<file path="src/rtl/i2c_rxs_pkg.sv">
package i2c_rxs_pkg;
   localparam int unsigned CTL_W = 8;

   // Control register layout; software decodes these positions.
   typedef struct packed {
      logic       single;   // bit 7: 1 = one-entry store
      logic       fscl;     // bit 6: forced SCL level (bypass)
      logic       fsda;     // bit 5: forced SDA level (bypass)
      logic       bypass;   // bit 4: software owns the lines
      logic [3:0] aux;      // bits 3..0: stored, read back
   } ctl_t;
endpackage

</file>
<file path="src/rtl/rxs_line_sync.sv">
module rxs_line_sync #(
   parameter int unsigned STAGES = 2
) (
   input  logic clk,
   input  logic rst_n,
   input  logic scl_pin,
   input  logic sda_pin,
   output logic scl_s,
   output logic sda_s,
   output logic bus_busy
);
   if (STAGES < 2) begin : g_bad_stages
      $error("rxs_line_sync: STAGES must be at least 2");
   end

   logic [STAGES-1:0] scl_q, sda_q;
   logic              sda_d;
   logic              start_det, stop_det;

   always_ff @(posedge clk or negedge rst_n) begin
      if (!rst_n) begin
         scl_q <= '1;
         sda_q <= '1;
         sda_d <= 1'b1;
      end else begin
         scl_q <= {scl_q[STAGES-2:0], scl_pin};
         sda_q <= {sda_q[STAGES-2:0], sda_pin};
         sda_d <= sda_s;
      end
   end

   assign scl_s     = scl_q[STAGES-1];
   assign sda_s     = sda_q[STAGES-1];
   assign start_det = scl_s &  sda_d & ~sda_s;
   assign stop_det  = scl_s & ~sda_d &  sda_s;

   always_ff @(posedge clk or negedge rst_n) begin
      if (!rst_n)         bus_busy <= 1'b0;
      else if (start_det) bus_busy <= 1'b1;
      else if (stop_det)  bus_busy <= 1'b0;
   end

   AST_START_SETS_BUSY: assert property (@(posedge clk) disable iff (!rst_n)
      ($fell(sda_s) && scl_s) |=> bus_busy);
   AST_STOP_CLEARS_BUSY: assert property (@(posedge clk) disable iff (!rst_n)
      ($rose(sda_s) && scl_s) |=> !bus_busy);
endmodule

</file>
<file path="src/rtl/rxs_rx_buffer.sv">
module rxs_rx_buffer #(
   parameter int unsigned DATA_W = 8
) (
   input  logic              clk,
   input  logic              rst_n,
   input  logic              single,
   input  logic              push,
   input  logic [DATA_W-1:0] push_data,
   input  logic              clear,
   output logic              rx_ready,
   output logic [DATA_W-1:0] rx_data,
   output logic              hold,
   output logic              overrun
);
   if (DATA_W < 1) begin : g_bad_width
      $error("rxs_rx_buffer: DATA_W must be positive");
   end

   localparam logic [1:0] FULL2 = 2'd2;

   logic [DATA_W-1:0] slot0, slot1;
   logic [1:0]        cnt, cap, cnt_after;
   logic              pop, accept;

   assign cap       = single ? 2'd1 : FULL2;
   assign pop       = clear && (cnt != 2'd0);
   assign cnt_after = cnt - {1'b0, pop};
   assign accept    = push && (cnt_after < cap);

   always_ff @(posedge clk or negedge rst_n) begin
      if (!rst_n) begin
         slot0   <= '0;
         slot1   <= '0;
         cnt     <= 2'd0;
         overrun <= 1'b0;
      end else begin
         if (pop) slot0 <= slot1;
         if (accept) begin
            if (cnt_after == 2'd0) slot0 <= push_data;
            else                   slot1 <= push_data;
         end
         cnt     <= cnt_after + {1'b0, accept};
         overrun <= overrun | (push & ~accept);
      end
   end

   assign rx_ready = (cnt != 2'd0);
   assign rx_data  = slot0;
   assign hold     = single ? (cnt != 2'd0) : (cnt == FULL2);

   AST_NO_OVERFLOW: assert property (@(posedge clk) disable iff (!rst_n)
      cnt <= FULL2);
   AST_CLEAR_EMPTIES: assert property (@(posedge clk) disable iff (!rst_n)
      (clear && cnt == 2'd1 && !push) |=> !rx_ready);
   AST_FULL_DROP: assert property (@(posedge clk) disable iff (!rst_n)
      (push && cnt == FULL2 && !clear) |=> ($stable(rx_data) && overrun));
endmodule

</file>
<file path="src/rtl/i2c_rx_stretch.sv">
module i2c_rx_stretch
   import i2c_rxs_pkg::*;
#(
   parameter int unsigned DATA_W      = 8,
   parameter int unsigned SYNC_STAGES = 2
) (
   input  logic              clk,
   input  logic              rst_n,
   input  logic              byte_valid,
   input  logic [DATA_W-1:0] byte_data,
   input  logic              eng_scl_low,
   input  logic              eng_sda_low,
   input  logic              scl_pin,
   input  logic              sda_pin,
   input  logic              ctl_wr,
   input  logic [CTL_W-1:0]  ctl_wdata,
   input  logic              rx_clear,
   output logic [CTL_W-1:0]  ctl_rdata,
   output logic [DATA_W-1:0] rx_data,
   output logic              rx_ready,
   output logic              overrun,
   output logic              bus_busy,
   output logic              scl_oe,
   output logic              sda_oe
);
   ctl_t ctl;
   logic scl_s, sda_s, hold;

   always_ff @(posedge clk or negedge rst_n) begin
      if (!rst_n)      ctl <= '{single: 1'b0, fscl: 1'b1, fsda: 1'b1, bypass: 1'b0, aux: 4'h0};
      else if (ctl_wr) ctl <= ctl_t'(ctl_wdata);
   end

   rxs_line_sync #(.STAGES(SYNC_STAGES)) u_sync (
      .clk      (clk),
      .rst_n    (rst_n),
      .scl_pin  (scl_pin),
      .sda_pin  (sda_pin),
      .scl_s    (scl_s),
      .sda_s    (sda_s),
      .bus_busy (bus_busy)
   );

   rxs_rx_buffer #(.DATA_W(DATA_W)) u_buf (
      .clk       (clk),
      .rst_n     (rst_n),
      .single    (ctl.single),
      .push      (byte_valid),
      .push_data (byte_data),
      .clear     (rx_clear),
      .rx_ready  (rx_ready),
      .rx_data   (rx_data),
      .hold      (hold),
      .overrun   (overrun)
   );

   always_comb begin
      if (ctl.bypass) begin
         scl_oe = ~ctl.fscl;
         sda_oe = ~ctl.fsda;
      end else begin
         scl_oe = eng_scl_low | hold;
         sda_oe = eng_sda_low;
      end
   end

   assign ctl_rdata = {ctl.single, scl_s, bus_busy, ctl.bypass, ctl.aux};

   AST_SINGLE_STRETCH: assert property (@(posedge clk) disable iff (!rst_n)
      (!ctl.bypass && ctl.single && rx_ready) |-> scl_oe);
   AST_BYPASS_RELEASE: assert property (@(posedge clk) disable iff (!rst_n)
      (ctl.bypass && ctl.fscl && ctl.fsda) |-> (!scl_oe && !sda_oe));
   AST_DOUBLE_ONE_FREE: assert property (@(posedge clk) disable iff (!rst_n)
      (!ctl.bypass && !ctl.single && !eng_scl_low && rx_ready && !hold) |-> !scl_oe);
endmodule

</file>
<file path="config.mk">
export PLATFORM = sky130hd
export DESIGN_NAME = i2c_rx_stretch
export DESIGN_NICKNAME = d
export VERILOG_FILES = /design/src/rtl/i2c_rxs_pkg.sv /design/src/rtl/rxs_line_sync.sv /design/src/rtl/rxs_rx_buffer.sv /design/src/rtl/i2c_rx_stretch.sv
export SDC_FILE = /design/constraint.sdc
export NUM_CORES = 1
export LEC_CHECK = 0
export ABC_AREA = 1
export BUFFER_PORTS_ARGS = -buffer_cell sky130_fd_sc_hd__clkbuf_2
export CAP_MARGIN = 20
export CORE_MARGIN = 3
export CORE_UTILIZATION = 53
export CTS_BUF_LIST = sky130_fd_sc_hd__clkbuf_8
export CTS_CLUSTER_DIAMETER = 120
export CTS_CLUSTER_SIZE = 10
export DETAILED_ROUTE_END_ITERATION = 7
export GPL_ROUTABILITY_DRIVEN = 0
export PLACE_DENSITY = 0.8
export SKIP_CTS_REPAIR_TIMING = 1
export SLEW_MARGIN = 0
export SYNTH_ARGS = -nofsm -noshare
export SYNTH_HDL_FRONTEND = slang
export SYNTH_SLANG_ARGS = --single-unit
</file>
<file path="constraint.sdc">
create_clock -name clk -period 2.3 [get_ports clk]
set_input_delay 0.575 -clock clk [delete_from_list [all_inputs] [get_ports clk]]
set_output_delay 0.575 -clock clk [all_outputs]
set_load 0.05 [all_outputs]
</file>
# Word level (Yosys, flattened, before mapping)
# Cells that the tools add are included.
totals:
  regBits: 33
  in_bits: 25
  output_inout_bits: 21
  word_cells: 45
op_classes:
  n_addsub: 2
  order_cmp: 1
  n_eq_ne: 1
  n_mux: 9
  bitwise: 13
  n_reduce_logical: 6
op_table:
  columns: ["operator", "count"]
  rows:
  - ["8-bit two-way mux", 3]
  - ["1-bit NOT", 6]
  - ["1-bit bitwise AND", 5]
  - ["1-bit two-way mux", 5]
  - ["2-bit nonzero test", 2]
  - ["2-bit by 1-bit adder with 2-bit output", 1]
  - ["2-bit equality test, second input constant", 1]
  - ["1-bit logical AND", 2]
  - ["2-bit logical NOT", 1]
  - ["2-bit less-than comparator", 1]
  - ["2-bit two-way mux", 1]
  - ["1-bit OR", 2]
  - ["2-bit AND reduction", 1]
  - ["2-bit by 1-bit subtractor with 2-bit output", 1]

# Depth between registers and ports, before layout
logic_depth:
  word_depth: 8
  ltp_mapped: 12
  ltp_nobuf: 12

# Cells and area by module
# A second synthesis with hierarchy kept.
hier_totals:
  cells_unflattened: 185
  area_unflattened_um2: 1617.8
by_module_without_submodules:
  columns: ["mod", "n_inst", "cells_per_inst", "area_per_inst_um2", "seq_area_each_um2"]
  rows:
  - ["rxs_rx_buffer", 1, 124, 1029.7, 475.5]
  - ["i2c_rx_stretch", 1, 46, 395.4, 202.7]
  - ["rxs_line_sync", 1, 15, 192.7, 156.4]

# Worst setup path before layout
# Ideal clock, no wire load.
synth_path:
  kind: "reg2out"
  from: "register ctl, in the netlist ctl_rdata[4]"
  to: "output sda_oe"
  t_arrival_ps: 1496
  t_required_ps: 1725
  setup_slack_ps: 229
  stages_incl_launch_ff: 3
  n_path_buf: 0
  path_cell_list: "dfrtp_1 > inv_1 > o21ai_0"
synth_between:
  elab_chain_len: 1
synth_rtl:
  columns: ["element", "line_no", "rtl"]
  rows:
  - ["from (decl)", "i2c_rx_stretch.sv:26", "ctl_t ctl;"]
  - ["from (signal assigned)", "i2c_rx_stretch.sv:30", "if (!rst_n) ctl <= '{single: 1'b0, fscl: 1'b1, fsda: 1'b1, bypass: 1'b0, aux: 4'h0};"]
  - ["from (signal assigned)", "i2c_rx_stretch.sv:31", "else if (ctl_wr) ctl <= ctl_t'(ctl_wdata);"]
  - ["1-bit two-way mux", "i2c_rx_stretch.sv:58", "if (ctl.bypass) begin"]
  - ["to (decl)", "i2c_rx_stretch.sv:24", "output logic sda_oe"]
# No other way between the ends.

# Worst setup path after layout
layout_path:
  from: "register u_buf.cnt[0]"
  to: "output scl_oe"
layout_between:
  elab_chain_len: 4
  word_cells_on_any_way: 5
  classes_between: "1 x eq/ne; 2 x mux; 1 x bitwise; 1 x reduce/logical"
layout_rtl:
  columns: ["element", "line_no", "rtl"]
  rows:
  - ["from (decl)", "rxs_rx_buffer.sv:22", "logic [1:0] cnt, cap, cnt_after;"]
  - ["from (signal assigned)", "rxs_rx_buffer.sv:42", "cnt <= cnt_after + {1'b0, accept};"]
  - ["2-bit equality test or 2-bit nonzero test (tied branches)", "rxs_rx_buffer.sv:49", "assign hold = single ? (cnt != 2'd0) : (cnt == FULL2);"]
  - ["1-bit two-way mux (*)", "rxs_rx_buffer.sv:49", null]
  - ["1-bit OR (*)", "i2c_rx_stretch.sv:62", "scl_oe = eng_scl_low | hold;"]
  - ["1-bit two-way mux (*)", "i2c_rx_stretch.sv:58", null]
  - ["to (decl)", "i2c_rx_stretch.sv:23", "output logic scl_oe,"]
# Mark *: on every way between the ends. The rest lies on a longest branch, timed or not.

==> impl_summary.md <==
Placed design
After legalization and detailed placement, the total HPWL measured 2.40 mm. The cell count after placement is 235. In this run the cell area measured after placement is between 1500 and 2000 sq um.

The number of buffer cells added on primary ports is 45. Before CTS, the worst setup slack after placement is 356 ps.

Timing
Setup violations remaining at the end of the flow were counted as 0. The final worst clock skew is 6.43 ps. The final number of hold-violating endpoints is 0. The slew of the pin with the lowest slew margin is 793 ps. The count of final max-slew check failures came to 0.

The final critical-path required period is 2020 ps. The final worst-path setup slack is 278 ps. The period utilization is 87.9%. The tightest hold margin is ~360 ps. The worst pin sits at a relative slew slack of 47.1%. Setup repair after global routing left no endpoint under its margin. The achievable frequency is roughly 0.5 GHz. Adding up every negative setup slack in the final design gives 0 ps.

Yosys
During synthesis, Yosys emitted a total of 0 warnings. The largest family of logic cells by synthesized area is simple AND/OR/NAND/NOR gates. The synthesized netlist devotes 28.0% of its cell area to simple gates. In this run, synthesis produced a sequential element count of 33. The cell area that synthesis handed to floorplanning was 1570 sq um. The average size of a mapped cell is 9.32 sq um. The netlist uses 24 different library cells. The adder-cell share of the synthesized area is 1.60%. The sequential-to-total area share from yosys stat is 53.3%. The proportion of synthesized area in mux cells is 3.59%. The compound-gate portion of the synthesized area is 3.19%.

Counting every instance in the synthesized netlist gives 168. The net count after synthesis is 195. The parity-gate share of the synthesized area counting xor and xnor cells is 0.559%.

CTS
The maximum root-to-sink buffer count is 2. The number of buffers added by the clock tree synthesis step is 5. The number of H-tree levels is 2. The clock-pin slew on the worst setup and hold paths is around 70 ps. The clock drives 33 sinks. The CTS root buffer is clkbuf_8. The clock latency reported for the late side of the worst-skew pair is 290 ps. The TritonCTS clock tree is done.

Floorplanning
The total die area is 3640 sq um. In this run the vertical extent of the chip is 60.4 um. The number of core rows is 19.

The floorplan step set the die width to 60.4 um. 46 I/O pins were placed. The total core area is 2780 sq um. The effective utilization at floorplan is between 50% and 60%.

Detailed routing
After the first detailed-routing iteration, the DRC count stood at 23. After detailed routing, the number of vias per cell comes to 4.99. The number of nets still failing antenna checks after routing is 0. The final route contains ~1200 vias. For this block, the routed nets add up to between 3 and 4 mm of wire.

The first detailed-routing pass ran for 4 iterations. The final routed wire length divided by cell count is 12.9 um. The DRC violation count after routing is 0.

Power and ir drop
For this design the ratio of total power to cell area is 1470 nW/um^2. The peak ir drop on the vdd network is 1180 uV. The leakage power total is 1.05 nW. The design draws 2.79 mW.

Critical path
The arrival time of data at the critical path endpoint is 1450 ps. The startpoint type of the worst setup path is a flip-flop. The biggest fanout along the worst timing path is 3. In this run the critical register-to-register path is captured at u_buf.cnt[1]$_DFF_PN0_.

The kind of critical path is flip-flop to primary output. The reg-to-reg setup timing slack is roughly 440 ps. The worst register-to-register path begins at u_buf.cnt[0]$_DFF_PN0_. Measured in cells, the most critical reg-to-reg path has a length of 9. STA puts the critical path data required time at between 1500 and 2000 ps. The worst setup path is captured at a primary output.

Flow run
Max-cap violations in this run came to 0.

Final layout
After routing the design area is 1900 sq um. Relative to the synthesized area, the layout overhead comes to 21.2%. The total inserted antenna cells is 0. In the final layout, the multi-input gates occupy 579 sq um. The utilization of the core after routing is around 68%. The post-route netlist has 37.3% of its cells at a drive strength greater than 1. Across the whole layout, storage elements account for 835 sq um. After filler insertion, the fill cell instance count of the layout stands at between 200 and 250. For this run, the number of standard cells in the final layout without fillers is 243.

The final layout net count is approximately 240.

Global routing
The total congestion overflow after global routing is 0. Global routing used 20.1% of the available tracks across all layers. The number of antenna violations at the first check in global routing is 0.

The first global-routing pass estimated about 5.2 mm of wire. The largest net degree at the start of global routing is 34. The number of global-route vias before repair is 1192.

Status
The flow ran to the end, and the final reports show no timing, DRC or antenna violations.

Min path
The worst hold path belongs to the class input pin to asynchronous set/reset pin.
## flip-flops by register name, indices dropped and copies added, names as in the netlist, 2 cells and up
signal	flops
u_buf.rx_data	8
u_buf.slot1	8
u_sync.scl_q	2
ctl_rdata	6
u_buf.cnt	2
u_sync.sda_q	2
ctl	2
## critical path: stages (launching register included)
cell	delay, ps
dfrtp_1	390
inv_1	140
nand2_4	80
o21ai_0	90
nand2_1	60
o21ai_0	80
inv_1	70
clkbuf_2	230
## area by class of cell
| class | count | share of cell area (%) |
|---|---|---|
| clock buffers | 5 | 3.62 |
| clock inverters | 3 | 3.43 |
| inverters | 20 | 4.22 |
| multi-input cells | 105 | 30.5 |
| flip-flops and latches | 33 | 43.9 |
| well taps | 31 | 2.04 |
| repair buffers | 46 | 12.3 |
## cells by family (layout without fill, tap and decap cells)
family          Yosys count  after routing
simple gates             88             88
mux                       5              5
compound gates            9              9
xor+xnor                  1              1
fa+ha+maj                 2              2
flops                    33             33
buf+inv                  30             74
## power by group
group          leakage (nW)  internal, mW  switching [mW]
Sequential            0.385         0.770          0.0986
Combinational         0.594         0.349           0.926
Clock                0.0681         0.430           0.218
Total                  1.05          1.55            1.24
## placed cells by master (no fill, tap or decap), types with 2 or more instances in the layout
cell type / n
nor2_1: 2
nand4_1: 8
clkbuf_2: 45
o21ai_0: 7
inv_2: 2
inv_4: 2
mux2_2: 5
nand2_4: 4
bufinv_16: 2
inv_1: 16
dfrtp_1: 26
dfstp_2: 7
nand2_1: 64
ha_1: 2
clkbuf_8: 5
nand3_1: 4
## per-layer routing
metal	global-route usage (%)	vias to the layer above	wire [um]
met5	0	-	0
met4	7.28	0	48
met3	8.51	7	210
met2	32.3	37	1570
met1	24.3	561	1300
li1	-	607	-
## synth_stat cells (all sizes together)
| cell | instances | area [sq um] |
|---|---|---|
| mux2 | 5 | 56.3 |
| dfrtp | 26 | 651 |
| nand2 | 69 | 292 |
| ha | 2 | 25.0 |
| buf | 10 | 72.6 |
| nand4 | 9 | 71.3 |
| o21bai | 1 | 7.51 |
| xor2 | 1 | 8.76 |
| nor2 | 4 | 33.8 |
| inv | 20 | 80.1 |
| nand3 | 5 | 37.5 |
| dfstp | 7 | 184 |
| o31ai | 1 | 7.51 |
| nor3 | 1 | 5.00 |
| o21ai | 7 | 35.0 |
## how the worst max path moves through the flow
stage / to / cells past startpoint / startpoint / slack [ps]
final: scl_oe / 7 / u_buf.cnt[0]$_DFF_PN0_ / 280
after global routing: scl_oe / 7 / u_buf.cnt[0]$_DFF_PN0_ / 220
after CTS: scl_oe / 7 / u_buf.cnt[0]$_DFF_PN0_ / 280
after detailed placement: u_buf.cnt[1]$_DFF_PN0_ / 8 / rx_clear / 360
after global placement: u_buf.cnt[1]$_DFF_PN0_ / 8 / rx_clear / 440
after floorplan: sda_oe / 2 / ctl_rdata[4]$_DFFE_PN0P_ / 230
No activity file was read; power rests on OpenSTA's default activity.
